`config.mk`:
```
export PLATFORM = sky130hd
export DESIGN_NAME = sq_redirect_unit
export DESIGN_NICKNAME = d
export VERILOG_FILES = /design/src/rtl/sq_pkg.sv /design/src/rtl/sq_pick.sv /design/src/rtl/sq_drain.sv /design/src/rtl/sq_thread.sv /design/src/rtl/sq_redirect_unit.sv
export SDC_FILE = /design/constraint.sdc
export NUM_CORES = 1
export LEC_CHECK = 0
export BUFFER_PORTS_ARGS = -buffer_cell sky130_fd_sc_hd__buf_2
export CORE_MARGIN = 2
export CORE_UTILIZATION = 56
export CTS_CLUSTER_SIZE = 28
export DETAILED_ROUTE_END_ITERATION = 12
export GPL_TIMING_DRIVEN = 0
export PLACE_DENSITY = 0.82
export SYNTH_ARGS = -nofsm -noshare
export SYNTH_HDL_FRONTEND = slang
export SYNTH_SLANG_ARGS = --single-unit
export TNS_END_PERCENT = 50
```
`constraint.sdc`:
```
create_clock -name clk_i -period 7.8 [get_ports clk_i]
set_input_delay 1.17 -clock clk_i [delete_from_list [all_inputs] [get_ports clk_i]]
set_output_delay 1.17 -clock clk_i [all_outputs]
set_load 0.02 [all_outputs]
```
`src/rtl/sq_pkg.sv`:
```
package sq_pkg;

  // a older than b: sign bit of the modular difference
  function automatic logic seq_older(input logic [31:0] diff, input int unsigned w);
    return diff[w-1];
  endfunction

endpackage

```
`src/rtl/sq_pick.sv`:
```
module sq_pick
  import sq_pkg::*;
#(
  parameter int unsigned NUM_SRC = 2,
  parameter int unsigned SEQ_W   = 8,
  parameter int unsigned ADDR_W  = 16,
  parameter int unsigned TID_W   = 1,
  parameter int unsigned TID     = 0
) (
  input  logic                              clk_i,
  input  logic                              rst_ni,
  input  logic [NUM_SRC-1:0]                src_valid_i,
  input  logic [NUM_SRC-1:0][TID_W-1:0]     src_tid_i,
  input  logic [NUM_SRC-1:0][SEQ_W-1:0]     src_seq_i,
  input  logic [NUM_SRC-1:0][ADDR_W-1:0]    src_target_i,
  input  logic [NUM_SRC-1:0]                src_mispred_i,
  output logic                              win_valid_o,
  output logic [SEQ_W-1:0]                  win_seq_o,
  output logic [ADDR_W-1:0]                 win_target_o,
  output logic                              win_mispred_o
);

  logic [NUM_SRC-1:0] hit;

  always_comb begin
    for (int s = 0; s < NUM_SRC; s++)
      hit[s] = src_valid_i[s] && (src_tid_i[s] == TID_W'(TID));
  end

  // linear scan, strictly older replaces: first source wins ties
  always_comb begin
    win_valid_o   = 1'b0;
    win_seq_o     = '0;
    win_target_o  = '0;
    win_mispred_o = 1'b0;
    for (int s = 0; s < NUM_SRC; s++) begin
      if (hit[s] && (!win_valid_o ||
          seq_older(32'(src_seq_i[s] - win_seq_o), SEQ_W))) begin
        win_valid_o   = 1'b1;
        win_seq_o     = src_seq_i[s];
        win_target_o  = src_target_i[s];
        win_mispred_o = src_mispred_i[s];
      end
    end
  end

  for (genvar s = 0; s < NUM_SRC; s++) begin : g_chk
    p_oldest_wins_r7: assert property (@(posedge clk_i) disable iff (!rst_ni)
      (src_valid_i[s] && src_tid_i[s] == TID_W'(TID)) |->
        (win_valid_o && !seq_older(32'(src_seq_i[s] - win_seq_o), SEQ_W)));
  end

endmodule

```
`src/rtl/sq_drain.sv`:
```
module sq_drain #(
  parameter int unsigned SEQ_W        = 8,
  parameter int unsigned SQUASH_WIDTH = 2,
  parameter int unsigned CNT_W        = $clog2(SQUASH_WIDTH + 1)
) (
  input  logic             clk_i,
  input  logic             rst_ni,
  input  logic             add_valid_i,
  input  logic [SEQ_W-1:0] add_cnt_i,
  output logic             busy_o,
  output logic [CNT_W-1:0] kill_cnt_o,
  output logic             done_o
);

  localparam logic [SEQ_W-1:0] STEP = SEQ_W'(SQUASH_WIDTH);

  logic [SEQ_W-1:0] rem_q, rem_n;
  logic             done_q;

  assign busy_o     = (rem_q != '0);
  assign kill_cnt_o = (rem_q >= STEP) ? CNT_W'(SQUASH_WIDTH) : CNT_W'(rem_q);
  assign done_o     = done_q;

  always_comb begin
    rem_n = rem_q - SEQ_W'(kill_cnt_o);
    if (add_valid_i) rem_n = rem_n + add_cnt_i;
  end

  always_ff @(posedge clk_i or negedge rst_ni) begin
    if (!rst_ni) begin
      rem_q  <= '0;
      done_q <= 1'b0;
    end else begin
      rem_q  <= rem_n;
      done_q <= busy_o && (rem_n == '0);
    end
  end

  p_kill_nonzero_r5: assert property (@(posedge clk_i) disable iff (!rst_ni)
    busy_o |-> (kill_cnt_o != '0) && (kill_cnt_o <= CNT_W'(SQUASH_WIDTH)));

  p_partial_is_last_r5: assert property (@(posedge clk_i) disable iff (!rst_ni)
    (busy_o && kill_cnt_o < CNT_W'(SQUASH_WIDTH) && !add_valid_i) |=> !busy_o);

  p_done_after_walk_r6: assert property (@(posedge clk_i) disable iff (!rst_ni)
    done_o |-> (!busy_o && $past(busy_o)));

endmodule

```
`src/rtl/sq_thread.sv`:
```
module sq_thread
  import sq_pkg::*;
#(
  parameter int unsigned SEQ_W        = 8,
  parameter int unsigned ADDR_W       = 16,
  parameter int unsigned SQUASH_WIDTH = 2,
  parameter int unsigned CNT_W        = $clog2(SQUASH_WIDTH + 1)
) (
  input  logic              clk_i,
  input  logic              rst_ni,
  input  logic              alloc_valid_i,
  input  logic [SEQ_W-1:0]  alloc_seq_i,
  output logic              alloc_ready_o,
  input  logic              win_valid_i,
  input  logic [SEQ_W-1:0]  win_seq_i,
  input  logic [ADDR_W-1:0] win_target_i,
  input  logic              win_mispred_i,
  output logic              bc_valid_o,
  output logic [SEQ_W-1:0]  bc_seq_o,
  output logic [ADDR_W-1:0] bc_target_o,
  output logic              bc_mispred_o,
  output logic              kill_valid_o,
  output logic [CNT_W-1:0]  kill_cnt_o,
  output logic              done_o
);

  logic [SEQ_W-1:0] youngest_q;
  logic [SEQ_W-1:0] youngest_pre;
  logic [SEQ_W-1:0] add_cnt;
  logic             accept;
  logic             alloc_fire;
  logic             busy;

  assign alloc_ready_o = !busy;
  assign alloc_fire    = alloc_valid_i && !busy;
  assign accept        = win_valid_i &&
                         seq_older(32'(win_seq_i - youngest_q), SEQ_W);
  // a same-cycle allocation is younger than any valid redirect: it is removed too
  assign youngest_pre  = alloc_fire ? alloc_seq_i : youngest_q;
  assign add_cnt       = youngest_pre - win_seq_i;
  assign kill_valid_o  = busy;

  always_ff @(posedge clk_i or negedge rst_ni) begin
    if (!rst_ni) begin
      youngest_q   <= '0;
      bc_valid_o   <= 1'b0;
      bc_seq_o     <= '0;
      bc_target_o  <= '0;
      bc_mispred_o <= 1'b0;
    end else begin
      bc_valid_o <= accept;
      if (accept) begin
        youngest_q   <= win_seq_i;
        bc_seq_o     <= win_seq_i;
        bc_target_o  <= win_target_i;
        bc_mispred_o <= win_mispred_i;
      end else if (alloc_fire) begin
        youngest_q <= alloc_seq_i;
      end
    end
  end

  sq_drain #(
    .SEQ_W        (SEQ_W),
    .SQUASH_WIDTH (SQUASH_WIDTH),
    .CNT_W        (CNT_W)
  ) u_drain (
    .clk_i       (clk_i),
    .rst_ni      (rst_ni),
    .add_valid_i (accept),
    .add_cnt_i   (add_cnt),
    .busy_o      (busy),
    .kill_cnt_o  (kill_cnt_o),
    .done_o      (done_o)
  );

  p_bc_older_r3: assert property (@(posedge clk_i) disable iff (!rst_ni)
    bc_valid_o |-> seq_older(32'(bc_seq_o - $past(youngest_q)), SEQ_W));

  p_youngest_takes_bc_r3: assert property (@(posedge clk_i) disable iff (!rst_ni)
    bc_valid_o |-> (youngest_q == bc_seq_o));

  p_alloc_tracks_r2: assert property (@(posedge clk_i) disable iff (!rst_ni)
    (alloc_valid_i && alloc_ready_o && !win_valid_i) |=> (youngest_q == $past(alloc_seq_i)));

  p_bc_starts_walk_r5: assert property (@(posedge clk_i) disable iff (!rst_ni)
    bc_valid_o |-> kill_valid_o);

endmodule

```
`src/rtl/sq_redirect_unit.sv`:
```
module sq_redirect_unit #(
  parameter int unsigned NUM_THREADS  = 2,
  parameter int unsigned NUM_SRC      = 2,
  parameter int unsigned SEQ_W        = 8,
  parameter int unsigned ADDR_W       = 16,
  parameter int unsigned SQUASH_WIDTH = 2,
  localparam int unsigned TID_W       = (NUM_THREADS > 1) ? $clog2(NUM_THREADS) : 1,
  localparam int unsigned CNT_W       = $clog2(SQUASH_WIDTH + 1)
) (
  input  logic                                clk_i,
  input  logic                                rst_ni,
  input  logic [NUM_THREADS-1:0]              alloc_valid_i,
  input  logic [NUM_THREADS-1:0][SEQ_W-1:0]   alloc_seq_i,
  output logic [NUM_THREADS-1:0]              alloc_ready_o,
  input  logic [NUM_SRC-1:0]                  redir_valid_i,
  input  logic [NUM_SRC-1:0][TID_W-1:0]       redir_tid_i,
  input  logic [NUM_SRC-1:0][SEQ_W-1:0]       redir_seq_i,
  input  logic [NUM_SRC-1:0][ADDR_W-1:0]      redir_target_i,
  input  logic [NUM_SRC-1:0]                  redir_mispred_i,
  output logic [NUM_THREADS-1:0]              bc_valid_o,
  output logic [NUM_THREADS-1:0][SEQ_W-1:0]   bc_seq_o,
  output logic [NUM_THREADS-1:0][ADDR_W-1:0]  bc_target_o,
  output logic [NUM_THREADS-1:0]              bc_mispred_o,
  output logic [NUM_THREADS-1:0]              kill_valid_o,
  output logic [NUM_THREADS-1:0][CNT_W-1:0]   kill_cnt_o,
  output logic [NUM_THREADS-1:0]              squash_done_o
);

  for (genvar t = 0; t < NUM_THREADS; t++) begin : g_thr
    logic              win_valid;
    logic [SEQ_W-1:0]  win_seq;
    logic [ADDR_W-1:0] win_target;
    logic              win_mispred;

    sq_pick #(
      .NUM_SRC (NUM_SRC),
      .SEQ_W   (SEQ_W),
      .ADDR_W  (ADDR_W),
      .TID_W   (TID_W),
      .TID     (t)
    ) u_pick (
      .clk_i         (clk_i),
      .rst_ni        (rst_ni),
      .src_valid_i   (redir_valid_i),
      .src_tid_i     (redir_tid_i),
      .src_seq_i     (redir_seq_i),
      .src_target_i  (redir_target_i),
      .src_mispred_i (redir_mispred_i),
      .win_valid_o   (win_valid),
      .win_seq_o     (win_seq),
      .win_target_o  (win_target),
      .win_mispred_o (win_mispred)
    );

    sq_thread #(
      .SEQ_W        (SEQ_W),
      .ADDR_W       (ADDR_W),
      .SQUASH_WIDTH (SQUASH_WIDTH),
      .CNT_W        (CNT_W)
    ) u_thread (
      .clk_i         (clk_i),
      .rst_ni        (rst_ni),
      .alloc_valid_i (alloc_valid_i[t]),
      .alloc_seq_i   (alloc_seq_i[t]),
      .alloc_ready_o (alloc_ready_o[t]),
      .win_valid_i   (win_valid),
      .win_seq_i     (win_seq),
      .win_target_i  (win_target),
      .win_mispred_i (win_mispred),
      .bc_valid_o    (bc_valid_o[t]),
      .bc_seq_o      (bc_seq_o[t]),
      .bc_target_o   (bc_target_o[t]),
      .bc_mispred_o  (bc_mispred_o[t]),
      .kill_valid_o  (kill_valid_o[t]),
      .kill_cnt_o    (kill_cnt_o[t]),
      .done_o        (squash_done_o[t])
    );

    p_no_alloc_in_squash_r8: assert property (@(posedge clk_i) disable iff (!rst_ni)
      kill_valid_o[t] |-> !alloc_ready_o[t]);

    p_done_not_busy_r6: assert property (@(posedge clk_i) disable iff (!rst_ni)
      squash_done_o[t] |-> (alloc_ready_o[t] && !kill_valid_o[t]));
  end

endmodule

```
# Word level (Yosys, flattened, before mapping)
# Index checks and enable logic that the tools add are counted.
dict set report totals {
  regBits 86
  mem_count 0
  latch_bits 0
  mem_bits_ro 0
  elab_cells 74
  output_inout_bits 62
  input_bits 74
  ram_bits 0
}
dict set report op_classes {
  n_addsub 10
  n_bitwise 2
  shift 0
  n_reduce_logical 22
  muxes 24
  n_mul 0
  div 0
  n_eq_ne 0
  order_cmp 2
}
# cell count
set op_table {}
lappend op_table {{two-way mux 8 bit} 10}
lappend op_table {{two-way mux 16 bit} 4}
lappend op_table {{subtractor 8 bit} 6}
lappend op_table {{adder 8 bit} 2}
lappend op_table {{greater-or-equal comparator 8 x 2 -> 1 bit, second input constant} 2}
lappend op_table {{zero test 8 bit} 2}
lappend op_table {{nonzero test 8 bit} 2}
lappend op_table {{subtractor 8 x 2 -> 8 bit} 2}
lappend op_table {{logical AND 1 bit} 12}
lappend op_table {{two-way mux 1 bit} 8}
lappend op_table {{zero test 1 bit} 4}
lappend op_table {{two-way mux 2 bit} 2}
lappend op_table {{logical OR 1 bit} 2}
lappend op_table {{NOT 1 bit} 2}

# Depth between registers and ports, before layout
# Gate-level depths: netlist of run 1.
dict set report depth {
  word_depth 12
  ltp_mapped 27
  depth_no_buf 24
}

# Modules after synthesis
# Synthesis of run 1 repeated with hierarchy kept, for this count alone.
dict set report unflattened {
  hier_cells 713
  area_unflattened_um2 6767.7
}
# module area_each_um2 seq_area_each_um2 n_inst cells_per_inst
set modules_own_cells {}
lappend modules_own_cells {sq_thread 1875.5 850.8 2 165}
lappend modules_own_cells {{sq_drain at g_thr[1].u_thread.u_drain} 824.5 225.2 1 94}
lappend modules_own_cells {{sq_drain at g_thr[0].u_thread.u_drain} 822.0 225.2 1 91}
lappend modules_own_cells {{sq_pick at g_thr[1].u_pick} 708.2 0.0 1 84}
lappend modules_own_cells {{sq_pick at g_thr[0].u_pick} 661.9 0.0 1 114}

# Least setup slack after synthesis of run 1
# OpenSTA, ideal clock, no wires.
dict set report synth_timing {
  path_kind {input to register}
  start {input redir_tid_i[0] (netlist bit)}
  end {register g_thr[1].u_thread.u_drain.rem_q[7]}
  t_required_ns 7.676
  path_slack_ns 1.821
  arrival_ns 5.855
  n_path_buf 4
  setup_ns 0.124
  path_stages 23
  cell_sequence {and2_1 -> clkbuf_1 -> clkbuf_1 -> nand2_1 -> ha_1 -> and4_1 -> or3b_1 -> a31oi_1 -> o21ai_0 -> nor2b_1 -> clkbuf_1 -> clkbuf_1 -> nand2_1 -> o21ai_0 -> fa_1 -> inv_1 -> ha_1 -> a21oi_1 -> o21ai_0 -> xnor2_1 -> nand4b_1 -> and4_1 -> or2_1}
}
dict set report synth_between {
  elab_chain_len 9
  elab_cells_between_ends 14
  cone_classes {add/sub (4); mux (5); reduce/logical (5)}
}
# item line
set synth_lines {}
lappend synth_lines {{from (decl)} sq_redirect_unit.sv:16} ;# input logic [NUM_SRC-1:0][TID_W-1:0] redir_tid_i,
lappend synth_lines {{logical AND 1 bit (*)} sq_pick.sv:27} ;# hit[s] = src_valid_i[s] && (src_tid_i[s] == TID_W'(TID));
lappend synth_lines {{two-way mux 8 bit / two-way mux 1 bit (equally long branches)} sq_pick.sv:37} ;# if (hit[s] && (!win_valid_o ||
lappend synth_lines {{subtractor 8 bit / zero test 1 bit (equally long branches)} {sq_pick.sv:38, sq_pick.sv:37}}
lappend synth_lines {{logical OR 1 bit} sq_pick.sv:37}
lappend synth_lines {{logical AND 1 bit} sq_pick.sv:37}
lappend synth_lines {{two-way mux 8 bit (*)} sq_pick.sv:37}
lappend synth_lines {{via g_thr[1].u_pick.win_seq_o[4]} sq_pick.sv:18} ;# output logic [SEQ_W-1:0] win_seq_o,
lappend synth_lines {{subtractor 8 bit (on tied branches)} {sq_thread.sv:40, sq_thread.sv:37}}
lappend synth_lines {{adder 8 bit / logical AND 1 bit (equally long branches)} {sq_drain.sv:26, sq_thread.sv:36}}
lappend synth_lines {{two-way mux 8 bit (*)} sq_drain.sv:26} ;# if (add_valid_i) rem_n = rem_n + add_cnt_i;
lappend synth_lines {{via g_thr[1].u_thread.u_drain.rem_n[7]} sq_drain.sv:17} ;# logic [SEQ_W-1:0] rem_q, rem_n;
lappend synth_lines {{to (signal assigned)} sq_drain.sv:34} ;# rem_q <= rem_n;
lappend synth_lines {{to (decl)} sq_drain.sv:17}
# The timed path passes the listed nets; every way through them passes the cells marked *.
# A chain may end at the register's enable or synchronous reset.

# Final worst setup path of run 1
dict set report layout_timing {
  start {input redir_tid_i[0] (netlist bit)}
  end {register g_thr[1].u_thread.u_drain.done_q}
}
dict set report layout_between {
  elab_chain_len 11
  elab_cells_between_ends 16
  cone_classes {add/sub (4); mux (5); reduce/logical (7)}
}
# item line
set layout_lines {}
lappend layout_lines {{logical AND 1 bit (*)} sq_pick.sv:27}
lappend layout_lines {{two-way mux 8 bit / two-way mux 1 bit (equally long branches)} sq_pick.sv:37}
lappend layout_lines {{subtractor 8 bit / zero test 1 bit (equally long branches)} {sq_pick.sv:38, sq_pick.sv:37}}
lappend layout_lines {{logical OR 1 bit} sq_pick.sv:37}
lappend layout_lines {{logical AND 1 bit} sq_pick.sv:37}
lappend layout_lines {{two-way mux 8 bit (*)} sq_pick.sv:37}
lappend layout_lines {{via g_thr[1].u_pick.win_seq_o[4]} sq_pick.sv:18}
lappend layout_lines {{subtractor 8 bit (on tied branches)} {sq_thread.sv:40, sq_thread.sv:37}}
lappend layout_lines {{adder 8 bit / logical AND 1 bit (equally long branches)} {sq_drain.sv:26, sq_thread.sv:36}}
lappend layout_lines {{two-way mux 8 bit (*)} sq_drain.sv:26}
lappend layout_lines {{zero test 8 bit (*)} sq_drain.sv:35} ;# done_q <= busy_o && (rem_n == '0);
lappend layout_lines {{logical AND 1 bit (*)} sq_drain.sv:35}
lappend layout_lines {{to (signal assigned)} sq_drain.sv:35}
lappend layout_lines {{to (decl)} sq_drain.sv:18} ;# logic done_q;
# Marks and branches as above.

==> metrics.md, run 1 <==
| Metric | Value |
|---|---|
| Most used cell, CP | clkbuf_1 |
| Clock slew at reported path FFs | 0.06 ns |
| Post-Syn Area | between 6000 and 7000 sq um |
| Startpoint Class | input port |
| Multi-input logic area | around 3900 sq um |
| Ranking of synthesized cells by area | dfrtp_1, ha_1, nand2_1 |
| Total global routing overflow | 0 |
| Net Sw Frac | 46.2% |
| Top Ports | around 140 |
| Reg area | approximately 2200 sq um |
| Largest net degree at the start of global routing | 73 |
| Slew HR | a little over half |
| Clock tree buffer depth | 2 |
| Kind of critical path | in2reg |
| Worst-Margin Slew | 0.671 ns |
| Gpl congestion | 0.929 |
| Final Setup Violations | 0 |
| Via count | ~5800 |
| Initial antenna violation count | 0 |
| Final worst path period share | around nine tenths |
| HPWL Detailed | between 10000 and 15000 microns |
| Clock Sink Count | 86 |
| PortBufs | about 130 |
| Placed cells | 973 |
| Post-CTS Setup Inserts | 0 |
| FF-to-FF path depth | 17 |
| CP max stage delay | ~0.62 ns |
| Post-place setup slack | between 0.5 and 0.6 ns |
| Mapped Cells | slightly below 700 |
| Drt wl/cell | about 18 microns |
| Total power | ~3.5 mW |
| Async S/R FF share, synth | 100% |
| Clock Root Buffer | clkbuf_16 |
| LEAKAGE | slightly above 4 nW |
| Iter 0 DRT Violations | about 400 |
| PnR worst setup slack | 0.767 ns |
| Number of hold violations in the final report | 0 |
| Ys Warns | 0 |
| Seq pwr share | ~22% |
| Internal power | roughly 1.9 mW |
| # DRC | 0 |
| CTS H-Tree Depth | 3 |
| Layout area overhead | 18.7% |
| CTS tree | built |
| Max_cap viols | 0 |
| Commonest cells in the netlist | dfrtp_1, nand2_1, inv_1 |
| Setup crit end kind | flop |
| Net count, final | 969 |
| Clock skew | ~0.0041 ns |
| RSZ-0062 raised after global routing | false |
| Critical-path maximum fanout | 10 |
| Register bit total from synthesis | between 80 and 90 |
| Gr usage total | between 20% and 30% |
| Seq/Total Area, Yosys | 33.4% |
| Setup TNS | 0 ns |
| Rows | 39 |
| Detailed-router iteration count before antenna repair | 6 |
| Worst EP required | 8.04 ns |
| Die Wd | 111 microns |
| CTS buffer count | 9 |
| WP data arrival | between 7 and 8 ns |
| Period minus WS final | between 7 and 8 ns |
| Cts-stage hold buffer count | 0 |
| Power Density | around 460 nW/um^2 |
| Ant diodes | 0 |
| Main synth FF type | dfrtp_1 |
| DIE AREA | roughly 12000 sq um |
| Slew Viols, Final | 0 |
| Synthesized area per cell | between 9 and 10 sq um |
| First-pass GRT wire length | 28700 microns |
| Area leader, netlist | dfrtp_1 |
| Post-cts repair resize count | 0 |
| Fin cells | between 900 and 1000 |
| Drt total wl | around 18000 microns |
| Routed vias/inst | 5.84 |
| Starting density of the core | between 50% and 60% |
| Vias in the first global route | roughly 6000 |
| Slowest CP cell | fa_1 |
| ANT nets after route | 0 |
| Die height | between 100 and 150 microns |
| P_sw | between 1.5 and 2 mW |
| Core area | 11300 sq um |
| Clock power frac | 13.3% |
| Worst-Skew Late Latency | about 0.35 ns |
| Yosys cell types | 75 |
| Comb power frac | 64.4% |
| Util after Layout | between 60 and 70% |
| Outcome | finished clean |
| Hold path depth | 1 |
| Post-synth top area share | between 30% and 40% |
| Max VDD drop | 0.000461 V |
| Max Fclk | 0.142 GHz |
| Number of fill cells in the layout | 886 |
| Hold Crit Class | reg2reg |
| Layout cells sized above 1 | roughly 26% |
| Number of synthesized flops with an enable pin | 0 |
| Most numerous cell in the Yosys netlist | dfrtp_1 |
==> power groups by stage <==
stage | Clock (mW) | Combinational, mW | Sequential [mW]
after floorplan | 0 | 1.54 | 0.887
after global placement | 0 | 2.12 | 0.770
after detailed placement | 0 | 2.22 | 0.784
after CTS | 0.465 | 2.25 | 0.777
after global routing | 0.481 | 2.48 | 0.802
final | 0.465 | 2.26 | 0.780
==> final cells by class <==
cell class,instances,area share [%]
clock inverter,4,0.688
tap,143,2.34
sequential,86,28.2
inverter,54,2.65
buffer,37,2.72
timing repair buffer,135,9.17
clock buffer,12,3.49
multi-input combinational,518,50.8
==> metal layers <==
| metal | wire [microns] | global-route usage [%] | part of all wire (%) |
|---|---|---|---|
| met5 | 0 | 0 | 0 |
| met4 | 575 | 13.7 | 3.3 |
| met1 | 7040 | 33.9 | 40 |
| met2 | 8850 | 50.0 | 50 |
| met3 | 1110 | 5.63 | 6.3 |
==> worst max-delay path: cells and delay by family <==
family / cells / cell delay [ns]
AND/OR/NAND/NOR: 8 / 1.65
AO/OA/AOI/OAI: 6 / 1.23
multiplexers: 1 / 0.26
adder cells (fa/ha/maj): 3 / 1.23
buffers and inverters: 6 / 1.40
XOR/XNOR: 1 / 0.32
==> cells in the final DEF (no fill, tap or decap), types with 8 or more instances in the layout <==
| master | instances |
|---|---|
| mux2_2 | 12 |
| o21ai_0 | 30 |
| dfrtp_1 | 86 |
| nand2_1 | 82 |
| mux2_1 | 18 |
| a21oi_1 | 47 |
| ha_1 | 46 |
| clkbuf_1 | 16 |
| xnor2_1 | 21 |
| o21bai_1 | 11 |
| mux2_4 | 8 |
| clkbuf_16 | 9 |
| nand3_1 | 26 |
| inv_1 | 52 |
| fa_1 | 8 |
| xor2_1 | 14 |
| mux2i_1 | 25 |
| buf_2 | 137 |
| a21o_1 | 29 |
| buf_4 | 14 |
| nor2_1 | 29 |
==> flip-flops by register name (all words and copies together) (netlist names) <==
| name | flops |
|---|---|
| g_thr.u_thread.u_drain.done_o | 2 |
| g_thr.u_thread.u_drain.rem_q | 16 |
| g_thr.u_thread.bc_seq_o | 16 |
| g_thr.u_thread.bc_mispred_o | 2 |
| g_thr.u_thread.bc_valid_o | 2 |
| g_thr.u_thread.youngest_q | 16 |
| g_thr.u_thread.bc_target_o | 32 |
==> through the flow <==
stage          hold WS (ns)  area (sq um)
6_report              0.475          7640
4_1_cts               0.476          7640
5_1_grt               0.495          7640
3_3_place_gp          0.456          7290
2_1_floorplan         0.451          6440
3_5_place_dp          0.462          7320
==> path summary, 6_finish.rpt <==
check | start | end | slack, ns
max | redir_tid_i[0] | g_thr[1].u_thread.u_drain.done_o | 0.77
min reg2reg | g_thr[1].u_thread.bc_target_o[10] | g_thr[1].u_thread.bc_target_o[10] | 0.48
min | g_thr[1].u_thread.bc_target_o[10] | g_thr[1].u_thread.bc_target_o[10] | 0.48
max in group asynchronous | rst_ni | g_thr[0].u_thread.youngest_q[5] | 6.50
max reg2reg | g_thr[0].u_thread.u_drain.rem_q[4] | g_thr[0].u_thread.u_drain.rem_q[7] | 2.95
min in group asynchronous | rst_ni | g_thr[1].u_thread.youngest_q[7] | 0.68
==> cells by family after synthesis <==
kind of cell | share of synthesized area [%]
adder cells (fa/ha/maj) | 11.4
other | 0.0582
XOR/XNOR | 4.76
multiplexers | 11.0
AND/OR/NAND/NOR | 16.4
AO/OA/AOI/OAI | 16.5
buffers and inverters | 6.37
flip-flops | 33.4
No activity file was read; power rests on OpenSTA's default activity.
==> run 2: changes to the inputs <==
Settings changed: PLACE_DENSITY 0.82 to 0.81, SYNTH_HIERARCHICAL from default to 1.
==> metrics.md, run 2 <==
| Metric | Value |
|---|---|
| Top Ports | 136 (unchanged) |
| Commonest cells in the netlist | nand2_1, dfrtp_1, ha_1 |
| Clock slew at reported path FFs | 0.07 ns (about the same) |
| Layout area overhead | 17.7% |
| Most flops, register | g_thr.u_thread/bc_target_o |
| DIE AREA | 13000 sq um (+4.9%) |
| CTS H-Tree Depth | 3 (unchanged) |
| Seq pwr share | 22.6% (+0.3 points) |
| Ys Warns | 6 (+6) |
| Seq/Total Area, Yosys | 31.8% (-1.6 points) |
| Mapped Cells | 713 (+2.7%) |
| Comb power frac | 64.3% (about the same) |
| Routed vias/inst | 5.88 (+0.83%) |
| R2R Setup Slk | 2.96 ns (about the same) |
| PortBufs | 135 (+0.75%) |
| Most numerous cell in the Yosys netlist | nand2_1 |
| Largest net degree at the start of global routing | 48 (-34%) |
| Slew HR | 62.2% (+8.1 points) |
| Total global routing overflow | 0 (unchanged) |
| Via count | 5961 (+3.3%) |
| Critical-path maximum fanout | 16 (+6) |
| Iter 0 DRT Violations | 322 (-21%) |
| Clock tree buffer depth | 2 (unchanged) |
| Main synth FF type | dfrtp_1 |
| Net count, final | 994 (+2.6%) |
| HPWL Detailed | 13400 microns (-2.9%) |
| Number of synthesized flops with an enable pin | 0 (unchanged) |
| Drt wl/cell | 16.6 microns (-6.4%) |
| Period minus WS final | 6.57 ns (-0.467 ns) |
| Startpoint Class | input port |
| Max Fclk | 0.152 GHz (+7.1%) |
| Die height | 114 microns (+2.4%) |
| P_sw | 1.55 mW (-4.1%) |
| Clock skew | 0.00902 ns (+0.00491 ns) |
| Max VDD drop | 0.000295 V (-36%) |
| Commonest non-fill, non-tap cells in the layout | buf_2, nand2_1, dfrtp_1 |
| Worst EP required | 8.05 ns (about the same) |
| Syn nets | about 850 |
| Rows | 40 (+2.6%) |
| Number of hold violations in the final report | 0 (unchanged) |
| RSZ-0062 raised after global routing | false |
| Core area | 11900 sq um (+5.2%) |
| Number of flip-flops in the largest register | 32 (unchanged) |
| Register bit total from synthesis | 86 (unchanged) |
| Worst-Skew Late Latency | 0.35 ns (about the same) |
| Post-CTS Setup Inserts | 0 (unchanged) |
| Outcome | finished clean |
| Kind of critical path | in2reg |
| Post-cts repair resize count | 0 (unchanged) |
| Power Density | 427 nW/um^2 (-6.8%) |
| Setup crit end kind | flop |
| Die Wd | 114 microns (+2.4%) |
| Area leader, netlist | dfrtp_1 |
| Hold Crit Class | reg2reg |
| Post-Syn Area | 6770 sq um (+5.1%) |
| Vias in the first global route | 5899 (-1.4%) |
| Gpl congestion | 0.897 (-3.4%) |
| Max_cap viols | 0 (unchanged) |
| Gr usage total | 27.0% (-1.6 points) |
| Async S/R FF share, synth | 100% (unchanged) |
| Setup TNS | 0 ns (unchanged) |
| Final worst path period share | 84.2% (-6.0 points) |
| Total power | 3.40 mW (-2.9%) |
| CTS tree | built |
| WP data arrival | 6.82 ns (-0.45 ns) |
| Synthesized area per cell | 9.49 sq um (+2.3%) |
| # DRC | 0 (unchanged) |
| Drt total wl | 16800 microns (-4.1%) |
| Most common cell after layout, fill and taps aside | buf_2 |
| Layout cells sized above 1 | 24.5% (-1.1 points) |
| Slew Viols, Final | 0 (unchanged) |
| Starting density of the core | 56.8% (-0.068 points) |
| Post-synth top area share | 31.8% (-1.6 points) |
| Clock power frac | 13.1% (-0.2 points) |
| Initial antenna violation count | 1 (+1) |
| Yosys cell types | 77 (+2.7%) |
| LEAKAGE | 4.00 nW (-0.88%) |
| Clock Sink Count | 86 (unchanged) |
| Net Sw Frac | 45.7% (-0.58 points) |
| Final Setup Violations | 0 (unchanged) |
| Internal power | 1.85 mW (-1.8%) |
| Clock Root Buffer | clkbuf_16 |
| First-pass GRT wire length | 28000 microns (-2.2%) |
| Worst-Margin Slew | 0.563 ns (-0.108 ns) |
| Cts-stage hold buffer count | 0 (unchanged) |
| Ranking of synthesized cells by area | dfrtp_1, ha_1, mux2_1 |
| CTS buffer count | 9 (unchanged) |
| ANT nets after route | 0 (unchanged) |
| Detailed-router iteration count before antenna repair | 5 (-1) |
[run 2: final timing paths]
| path | from | end | cells past startpoint |
|---|---|---|---|
| max in group asynchronous | rst_ni | g_thr[0].u_thread/youngest_q[4] | 2 |
| min | g_thr[1].u_thread/bc_seq_o[4] | g_thr[1].u_thread/bc_seq_o[4] | 1 |
| min in group asynchronous | rst_ni | g_thr[1].u_thread/youngest_q[7] | 1 |
| max reg2reg | g_thr[1].u_thread/u_drain/rem_q[6] | g_thr[1].u_thread/u_drain/done_o | 19 |
| max | redir_valid_i[0] | g_thr[0].u_thread/u_drain/done_o | 23 |
| min reg2reg | g_thr[1].u_thread/bc_seq_o[4] | g_thr[1].u_thread/bc_seq_o[4] | 1 |
[run 2: logic make-up (layout without fill, tap and decap cells)]
logic type	Yosys count	count (layout)	share of synthesized area [%]
xor gates and xnor gates	38	38	4.92
other	2	3	0.111
DFF	86	86	31.8
AOI/OAI and AO/OA	193	193	20.4
adders and majority gates	60	60	11.5
buffers and inverters	79	231	5.88
muxes	68	68	11.2
and+or+nand+nor	187	187	14.2
[run 2: per-stage QoR]
stage / std cells / utilization, % / setup WS, ns / area, sq um / hold WS [ns]
4_1_cts: 1012 / 66.8 / 1.31 / 7960 / 0.489
5_1_grt: 1013 / 66.8 / 0.838 / 7960 / 0.506
3_3_place_gp: 995 / 64.0 / 1.13 / 7630 / 0.463
3_5_place_dp: 996 / 64.3 / 1.00 / 7660 / 0.472
6_report: 1013 / 66.8 / 1.23 / 7960 / 0.482
2_1_floorplan: 713 / - / 1.86 / 6770 / 0.558
[run 2: layout make-up]
type,count,area (sq um)
Tap cell,147,184
Multi-Input combinational cell,548,4220
Antenna cell,1,2.50
Clock buffer,10,229
Fill cell,984,3950
Clock inverter,6,73.8
Sequential cell,86,2150
Buffer,27,203
Inverter,52,195
Timing Repair Buffer,136,706
[run 2: power groups by stage]
stage	sequential [mW]	clock, mW	combinational [mW]
2_1_floorplan	0.891	0	1.55
3_3_place_gp	0.764	0	2.10
3_5_place_dp	0.774	0	2.17
4_1_cts	0.768	0.455	2.18
5_1_grt	0.793	0.475	2.44
6_report	0.768	0.446	2.19
[run 2: critical path: stages]
cell      delay [ns]
buf_2           0.12
nor2b_1         0.13
clkbuf_1        0.32
nand2_1         0.15
ha_1            0.31
a21o_1          0.18
a221o_1         0.38
a211oi_1        0.47
o31a_4          0.25
buf_6           0.15
o22ai_1         0.17
ha_1            0.35
nand4_1         0.14
o31ai_4         0.37
mux2i_1         0.31
buf_4           0.26
buf_6           0.21
clkbuf_1        0.32
nand2_1         0.16
a211oi_1        0.32
nor3b_1         0.12
xor2_1          0.17
nor4_2          0.27
[run 2: routing by layer]
| layer | wire length, microns | up-vias | GRT usage (%) |
|---|---|---|---|
| met4 | 279 | 0 | 9.84 |
| met3 | 955 | 24 | 4.41 |
| met2 | 8160 | 197 | 46.4 |
| li1 | - | 2856 | - |
| met1 | 7450 | 2884 | 34.5 |
| met5 | 0 | - | 0 |
==> run 3: changes to the inputs <==
Settings changed: ABC_AREA from default to 1, CORE_UTILIZATION 56 to 52, PLACE_DENSITY 0.81 to 0.78.
Clock period 7.8 ns to 6 ns, I/O delays scaled along.
==> metrics.md, run 3 <==
| Metric | Value |
|---|---|
| Outcome | finished clean |
| Critical-path maximum fanout | 10 (-6) |
| Clock Sink Count | 86 (unchanged) |
| Register bit total from synthesis | 86 (unchanged) |
| Clock power frac | 11.0% (-2.1 points) |
| Most numerous cell in the Yosys netlist | nand2_1 |
| Post-Syn Area | 7400 sq um (+9.4%) |
| Power Density | 572 nW/um^2 (+34%) |
| Post-synth top area share | 29.1% (-2.7 points) |
| Worst-Skew Late Latency | 0.36 ns (about the same) |
| Top Ports | 136 (unchanged) |
| Worst EP required | 6.25 ns (-1.80 ns) |
| Most common cell after layout, fill and taps aside | nand2_1 |
| Setup TNS | 0 ns (unchanged) |
| Internal power | 2.36 mW (+28%) |
| Clock slew at reported path FFs | 0.07 ns (about the same) |
| Slew HR | 62.6% (+0.33 points) |
| Hold_ws | 0.469 ns (-0.0125 ns) |
| Ranking of synthesized cells by area | dfrtp_1, nand2_1, ha_1 |
| Detailed-router iteration count before antenna repair | 5 (unchanged) |
| Layout area overhead | 16.4% |
| FF-to-FF path depth | 25 (+6) |
| Comb power frac | 68.6% (+4.3 points) |
| Largest net degree at the start of global routing | 51 (+6.3%) |
| WP data arrival | 5.16 ns (-1.66 ns) |
| Routed vias/inst | 5.09 (-13%) |
| Clock Root Buffer | clkbuf_16 |
| Ys Warns | 6 (unchanged) |
| Placed cell area | 8330 sq um (+8.8%) |
| HPWL Detailed | 15400 microns (+15%) |
| Net count, final | 1399 (+41%) |
| RSZ-0062 raised after global routing | false |
| Drt total wl | 19200 microns (+14%) |
| Final Setup Violations | 0 (unchanged) |
| Total power | 4.93 mW (+45%) |
| Post-place setup slack | 0.770 ns (-0.234 ns) |
| Die Wd | 123 microns (+8.2%) |
| Kind of critical path | in2reg |
| Period minus WS final | just under 5 ns |
| Number of hold violations in the final report | 0 (unchanged) |
| Post-cts repair resize count | 0 (unchanged) |
| CTS buffer count | 9 (unchanged) |
| Design area | 8620 sq um (+8.3%) |
| Core area | 13900 sq um (+17%) |
| First-pass GRT wire length | 31500 microns (+12%) |
| Drt wl/cell | 13.2 microns (-21%) |
| Util after Layout | 62.1% (-4.7 points) |
| CTS tree | built |
| Slew Viols, Final | 0 (unchanged) |
| Synthesized area per cell | 6.62 sq um (-30%) |
| Hold path depth | 2 (+1) |
| Commonest non-fill, non-tap cells in the layout | nand2_1, inv_1, buf_2 |
| Main synth FF type | dfrtp_1 |
| Commonest cells in the netlist | nand2_1, inv_1, nand3_1 |
| LEAKAGE | 5.29 nW (+32%) |
| Max Fclk | between 0.2 and 0.25 GHz |
| DIE AREA | 15200 sq um (+17%) |
| # DRC | 0 (unchanged) |
| Initial antenna violation count | 4 (+3) |
| Net Sw Frac | 52.1% (+6.5 points) |
| Setup crit end kind | flop |
| PnR worst setup slack | 1.08 ns (-0.152 ns) |
| Syn nets | 1252 (+48%) |
| Fin cells | 1452 (+43%) |
| Mapped Cells | 1118 (+57%) |
| Yosys cell types | 39 (-49%) |
| Async S/R FF share, synth | 100% (unchanged) |
| P_sw | 2.57 mW (+65%) |
| Gr usage total | 26.4% (-0.69 points) |
| Worst-Margin Slew | 0.559 ns (-0.00358 ns) |
| Via count | 7391 (+24%) |
| Max VDD drop | 0.000258 V (-13%) |
| Rows | 43 (+7.5%) |
| Number of synthesized flops with an enable pin | 0 (unchanged) |
| Gpl congestion | 0.909 (+1.3%) |
| CTS H-Tree Depth | 3 (unchanged) |
| ANT nets after route | 0 (unchanged) |
| Placed cells | 1434 (+44%) |
| Final worst path period share | 82.0% |
| Vias in the first global route | 6967 (+18%) |
| Iter 0 DRT Violations | 352 (+9.3%) |
| Max_cap viols | 0 (unchanged) |
| Total global routing overflow | 0 (unchanged) |
| Cts-stage hold buffer count | 0 (unchanged) |
| Clock skew | 0.00800 ns (-0.00101 ns) |
| Starting density of the core | 53.3% (-3.5 points) |
| Startpoint Class | input port |
| Post-CTS Setup Inserts | 0 (unchanged) |
| Die height | 123 microns (+8.2%) |
| Seq/Total Area, Yosys | 29.1% (-2.7 points) |
| PortBufs | 135 (unchanged) |
| Clock tree buffer depth | 2 (unchanged) |
| Area leader, netlist | dfrtp_1 |
| Layout cells sized above 1 | 17.9% (-6.6 points) |
| Seq pwr share | 20.4% (-2.2 points) |
| Most flops, register | g_thr.u_thread/bc_target_o |
| Number of flip-flops in the largest register | 32 (unchanged) |
| Hold Crit Class | reg2reg |
-- run 3: logic make-up after synthesis --
group                    Yosys count  synth area share (%)
AO/OA/AOI/OAI                     63                  4.77
XOR/XNOR                          20                  2.37
adder cells (fa/ha/maj)           60                  10.5
buffers and inverters            224                  12.8
flip-flops                        86                  29.1
other                              2                 0.101
AND/OR/NAND/NOR                  663                  40.4
-- run 3: worst paths after layout --
path	slack [ns]	start	to
min in group asynchronous	0.50	rst_ni	g_thr[0].u_thread/bc_target_o[5]
max	1.08	redir_tid_i[0]	g_thr[1].u_thread/u_drain/done_o
max reg2reg	1.91	g_thr[0].u_thread/u_drain/rem_q[4]	g_thr[0].u_thread/u_drain/done_o
max in group asynchronous	4.87	rst_ni	g_thr[1].u_thread/u_drain/rem_q[1]
min	0.47	g_thr[0].u_thread/bc_seq_o[1]	g_thr[0].u_thread/bc_seq_o[1]
min reg2reg	0.47	g_thr[0].u_thread/bc_seq_o[1]	g_thr[0].u_thread/bc_seq_o[1]
-- run 3: critical path, cell delays in order --
cell and delay, ns:
buf_2 0.13, nand2_1 0.11, inv_1 0.24, nand2_1 0.12, ha_1 0.30, a21oi_1 0.17, o21a_1 0.14, nand3_1 0.11
nand3_4 0.16, buf_2 0.23, nand3_1 0.10, nand2_1 0.15, inv_1 0.06, ha_1 0.37, nand2_1 0.06, o21ai_0 0.34
nand3_1 0.12, nand2_1 0.10, xor2_1 0.21, ha_1 0.30, nand2_1 0.10, nor2_1 0.05, nor2_1 0.12, nand2_1 0.08
a21oi_1 0.14, nand3_1 0.11, nand2_2 0.08, nor2_2 0.04
-- run 3: power groups by stage --
stage	clock, mW	sequential, mW	combinational (mW)
6_report	0.540	1.00	3.38
5_1_grt	0.574	1.04	3.85
4_1_cts	0.550	1.01	3.36
3_5_place_dp	0	1.01	3.32
3_3_place_gp	0	1.00	3.23
2_1_floorplan	0	1.20	2.40
-- run 3: layout make-up --
| type | instances | area (sq um) |
|---|---|---|
| clock inverter | 6 | 52.6 |
| tap | 180 | 225 |
| clock buffer | 10 | 229 |
| antenna | 2 | 5.00 |
| multi-input combinational | 808 | 4310 |
| sequential | 86 | 2150 |
| buffer | 39 | 251 |
| fill | 1377 | 5260 |
| inverter | 185 | 694 |
| timing repair buffer | 136 | 706 |
-- run 3: metal layers --
layer	GRT usage (%)	up-vias	wire, microns
li1	-	3811	-
met2	43.5	184	8910
met1	33.5	3355	8540
met4	10.1	4	461
met5	0	-	33
met3	6.13	37	1220
